===== src/rtl/dmatch_timer.sv =====
module dmatch_timer #(
  parameter int W    = 32,
  parameter int SYNC = 2
) (
  input  logic         clk,
  input  logic         rst,
  input  logic         en,
  input  logic         ext_sel,
  input  logic         ovf_ie,
  input  logic         ext_tick,
  input  logic         cnt_we,
  input  logic         reload_we,
  input  logic         match0_we,
  input  logic         match1_we,
  input  logic [W-1:0] wdata,
  output logic [W-1:0] cnt_rd,
  output logic [W-1:0] reload_rd,
  output logic [W-1:0] match0_rd,
  output logic [W-1:0] match1_rd,
  output logic         irq,
  output logic         sts_set
);

  localparam logic [W-1:0] ZERO = '0;

  logic [W-1:0] cnt, rel, m0, m1;
  logic         en_d;
  logic [SYNC:0] sh;

  always_ff @(posedge clk) begin
    if (rst) sh <= '0;
    else     sh <= {sh[SYNC-1:0], ext_tick};
  end

  wire ext_pulse = sh[SYNC-1] & ~sh[SYNC];
  wire tick      = ext_sel ? ext_pulse : 1'b1;

  wire start     = en & ~en_d;
  wire wr_cnt    = en & cnt_we;
  wire rel_start = en & reload_we & (rel == ZERO) & (wdata != ZERO);

  wire [W-1:0] eff0 = (m0 < rel) ? m0 : ZERO;
  wire [W-1:0] eff1 = (m1 < rel) ? m1 : ZERO;
  wire [W-1:0] nxt  = (cnt == ZERO) ? rel : cnt - 1'b1;

  wire zero_ok = ovf_ie | (m0 == ZERO) | (m1 == ZERO);
  wire hit     = (nxt == ZERO) ? zero_ok : ((nxt == eff0) | (nxt == eff1));
  wire advance = en & ~start & ~wr_cnt & ~rel_start & tick & (rel != ZERO);
  wire evt     = advance & hit;

  always_ff @(posedge clk) begin
    if (rst) begin
      cnt     <= ZERO;
      rel     <= ZERO;
      m0      <= ZERO;
      m1      <= ZERO;
      en_d    <= 1'b0;
      irq     <= 1'b0;
      sts_set <= 1'b0;
    end else begin
      en_d    <= en;
      sts_set <= evt;
      if (evt)       irq <= ~irq;
      if (reload_we) rel <= wdata;
      if (match0_we) m0  <= wdata;
      if (match1_we) m1  <= wdata;
      if (start)          cnt <= rel;
      else if (wr_cnt)    cnt <= wdata;
      else if (rel_start) cnt <= wdata;
      else if (advance)   cnt <= nxt;
    end
  end

  assign cnt_rd    = en ? cnt : rel;
  assign reload_rd = rel;
  assign match0_rd = m0;
  assign match1_rd = m1;

  p_sts_toggle_r7: assert property (@(posedge clk) disable iff (rst)
    sts_set == (irq != $past(irq)));

  p_start_load_r2: assert property (@(posedge clk) disable iff (rst)
    (en && !en_d) |=> (cnt == $past(rel)));

  p_off_quiet_r11: assert property (@(posedge clk) disable iff (rst)
    !en |=> (!sts_set && $stable(irq)));

  p_zero_hold_r12: assert property (@(posedge clk) disable iff (rst)
    (rel == ZERO && en && en_d && !cnt_we && !reload_we) |=> $stable(cnt));

  p_step_r2: assert property (@(posedge clk) disable iff (rst)
    (en && en_d && tick && !cnt_we && !reload_we && cnt != ZERO && rel != ZERO)
      |=> (cnt == $past(cnt) - 1'b1));

  p_one_strobe_r3: assert property (@(posedge clk) disable iff (rst)
    (ext_sel && sh[SYNC-1] && sh[SYNC]) |-> !tick);

endmodule


===== config.mk =====
export PLATFORM = sky130hd
export DESIGN_NAME = dmatch_timer
export DESIGN_NICKNAME = d
export VERILOG_FILES = /design/src/rtl/dmatch_timer.sv
export SDC_FILE = /design/constraint.sdc
export NUM_CORES = 1
export LEC_CHECK = 0
export BUFFER_PORTS_ARGS = -buffer_cell sky130_fd_sc_hd__buf_2
export CORE_ASPECT_RATIO = 0.5
export CORE_MARGIN = 5
export CORE_UTILIZATION = 55
export CTS_BUF_LIST = sky130_fd_sc_hd__clkbuf_4
export DETAILED_ROUTE_END_ITERATION = 10
export GPL_TIMING_DRIVEN = 0
export PLACE_DENSITY = 0.78
export SKIP_LAST_GASP = 1
export SYNTH_ARGS = -nofsm -noshare
export SYNTH_HDL_FRONTEND = slang
export SYNTH_SLANG_ARGS = --single-unit

===== constraint.sdc =====
create_clock -name clk -period 5.6 [get_ports clk]
set_input_delay 1.12 -clock clk [delete_from_list [all_inputs] [get_ports clk]]
set_output_delay 1.12 -clock clk [all_outputs]
set_load 0.02 [all_outputs]

==> out/results.ini <==
[outcome]
status=finished, violations left
violations=capacitance limit, slew limit, setup timing

[timing]
fin_tns_setup_ps=-65.1
slew_headroom=-0.0107
rsz0062_at_grt=false
clock.fmax_mhz=177
worst_pin_slew_ps=1470
finalSetupViolCount=1
post-route-period-util=1.01
hold_slack_ps=452
drv_slew=1
hold_viol_final=0
worst_slack_ps=-65.1
layout_min_cycle_time_ps=5670
clock_skew_ps=32.3

[drt]
drt_iter0_markers=2083
num_vias=12291
vias_per_cell=7.04
wire_per_inst_um=28.2
postRouteAntennaNets=0
first_pass_iters=7
drc_errors=0
wl_um=49200

[grt]
antenna_found_initial=2
grt_pass1_vias=10861
gr-total-overflow=0
grt_max_degree=17
track_usage=0.436
grt_pass1_wl_um=70500

[worst_hold_path]
hold_depth=2
hp-start=sh[1]$_SDFF_PP0_
hold_end=sh[2]$_SDFF_PP0_
hold_class=reg -> reg

[logic_synthesis]
seq_area_frac_synth=0.261
synth_area_per_cell_um2=7.88
netlist_instances=1306
synthArstFlopShare=0
synthFlopType=dfxtp_1
yosysTopAreaCell=dfxtp_1
ys_types=71
synth_warnings=0
synth_top_area_share=0.261
synthesis.area_mm2=0.0103
netlist_top_cells_area=dfxtp_1 (26%), mux2i_1 (14%), nor2_1 (8.4%), ha_1 (7.8%), o21ai_0 (3.5%)
synth_edf_count=0
syn_nets=1412
ys_ff_latch=134

[place]
dp_hpwl_um=38900
dpl_cell_area_mm2=0.0114
io_buffers=167
gp_congestion=1.05

[cells_and_area]
post-route-util=0.638
fillers=1624
syn_to_final_growth_pct=14.0
drive_above_1_share=0.161
design_area_mm2=0.0117
multi_input_area_mm2=0.00714
seq_area_mm2=0.00268
layout.nets=1598

[critical_path]
reg2regPathDepth=14
crit_path_start=reload_rd[15]$_SDFFE_PP0P_
required_ps=6090
start_kind=flop
reg2reg_to=irq$_SDFFE_PP0P_
path_class=reg -> reg
endpoint_kind=flop
cp.arrival_ps=6160
rrSetupSlack_ps=-70
worstPathMaxFanout=9
r2r-start=reload_rd[15]$_SDFFE_PP0P_

[die]
pin_count=172
dieArea_mm2=0.0217
initial_core_util=0.559
core-area_mm2=0.0184
num_rows=35
die_w_um=203
die_y_um=107

[cts]
htree_levels=4
path_clk_slew_ps=130
cts_buffer_depth=2
cts-buffers-inserted=17
root_buffer=clkbuf_4
cts_num_sinks=134
cts_tree=yes
clk_latency_ps=630
cts-hold-fix-buffers=0

[pwr]
powerDensity_mw_per_mm2=297
peakVddDrop_mv=0.267
cellLeakagePower_nw=5.14

[job]
max_cap_violations=1

-- power breakdown --
group	internal (mW)	switching, mW	total, mW	leakage (nW)
registers	1.02	0.140	1.16	1.11
clock network	0.273	0.435	0.708	0.153
logic	0.509	1.11	1.62	3.88
total	1.80	1.68	3.49	5.14
-- cells by family after synthesis --
kind of cell	after synthesis	share of synthesized area
and+or+nand+nor	518	0.256
AOI/OAI and AO/OA	278	0.178
muxes	144	0.141
DFF	134	0.261
buffers and inverters	121	0.0465
adders and majority gates	64	0.0778
xor gates and xnor gates	47	0.0400
-- synth_stat cells (13+ instances only) --
| library cell | count |
|---|---|
| nor3_1 | 15 |
| xnor2_1 | 38 |
| nor2_1 | 231 |
| a211oi_1 | 33 |
| buf_2 | 13 |
| a31oi_1 | 21 |
| a32oi_1 | 13 |
| buf_1 | 20 |
| dfxtp_1 | 134 |
| or4_1 | 23 |
| a21oi_1 | 62 |
| nand2_1 | 63 |
| o31ai_1 | 13 |
| ha_1 | 64 |
| nand4_1 | 30 |
| nor3b_1 | 14 |
| mux2i_1 | 142 |
| nor4_1 | 49 |
| o21ai_0 | 71 |
| clkbuf_1 | 46 |
| inv_1 | 41 |
| nand3_1 | 21 |
-- worst max-delay path by stage --
stage / to / cells after the start
2_1_floorplan: sts_set$_SDFF_PP0_ / 15
3_3_place_gp: irq$_SDFFE_PP0P_ / 14
3_5_place_dp: irq$_SDFFE_PP0P_ / 14
4_1_cts: irq$_SDFFE_PP0P_ / 14
5_1_grt: irq$_SDFFE_PP0P_ / 12
6_report: irq$_SDFFE_PP0P_ / 14
-- layer usage --
| layer | part of all wire | up-vias | track usage | wire length, µm |
|---|---|---|---|---|
| li1 | - | 5235 | - | - |
| met1 | 0.41 | 5817 | 0.619 | 20100 |
| met2 | 0.39 | 1080 | 0.603 | 19100 |
| met3 | 0.17 | 159 | 0.172 | 8470 |
| met4 | 0.033 | 0 | 0.134 | 1620 |
| met5 | 0 | - | 0 | 0 |
-- state kept, by name, indices dropped and copies added, names as in the netlist --
register / cells
sh: 3
cnt: 32
reload_rd: 32
en_d: 1
match0_rd: 32
sts_set: 1
match1_rd: 32
irq: 1
-- what timing repair did --
action	in CTS	in global routing
setup endpoints to repair	0	2
gates resized for setup	0	4
setup buffers	0	0
-- layout make-up --
cell class                 count  share of cell area
multi-input combinational   1051               0.609
sequential                   134               0.229
timing repair buffer         167              0.0713
buffer                        80              0.0276
tap                          240              0.0256
inverter                      41              0.0131
clock inverter                14              0.0129
clock buffer                  18              0.0115
antenna                        1            0.000213
-- worst max-delay path: stages (launching register included) --
cell and delay, ps:
dfxtp_1 500, inv_1 180, ha_1 340, nand2_1 100, nor4_1 520, o311ai_0 360, a2111oi_1 860, or2_2 230
clkbuf_1 390, nor2_1 80, o32ai_1 870, nand4_1 330, nor4_1 490, or4_1 180, o2111ai_1 100
-- cells in the final DEF, fill, tap and decap left out, types with 15 or more instances in the layout --
master    instances
a31oi_1          21
ha_1             64
buf_1            20
nor3_1           15
xnor2_1          38
clkbuf_1         46
nand3_1          21
buf_2           180
nor4_1           49
a21oi_1          62
o21ai_0          71
nand4_1          30
clkbuf_4         18
or4_1            23
mux2i_1         141
nand2_1          63
nor2_1          231
inv_1            41
dfxtp_1         134
a211oi_1         33
-- stage by stage --
stage               power, mW  cells  setup slack [ps]
floorplan                2.11   1306              1760
global placement         2.65   1713               266
detailed placement       2.67   1713               271
CTS                      3.36   1745               257
global route             3.59   1746              49.3
finish                   3.49   1746             -65.1
(Power assumes the default switching activity.)
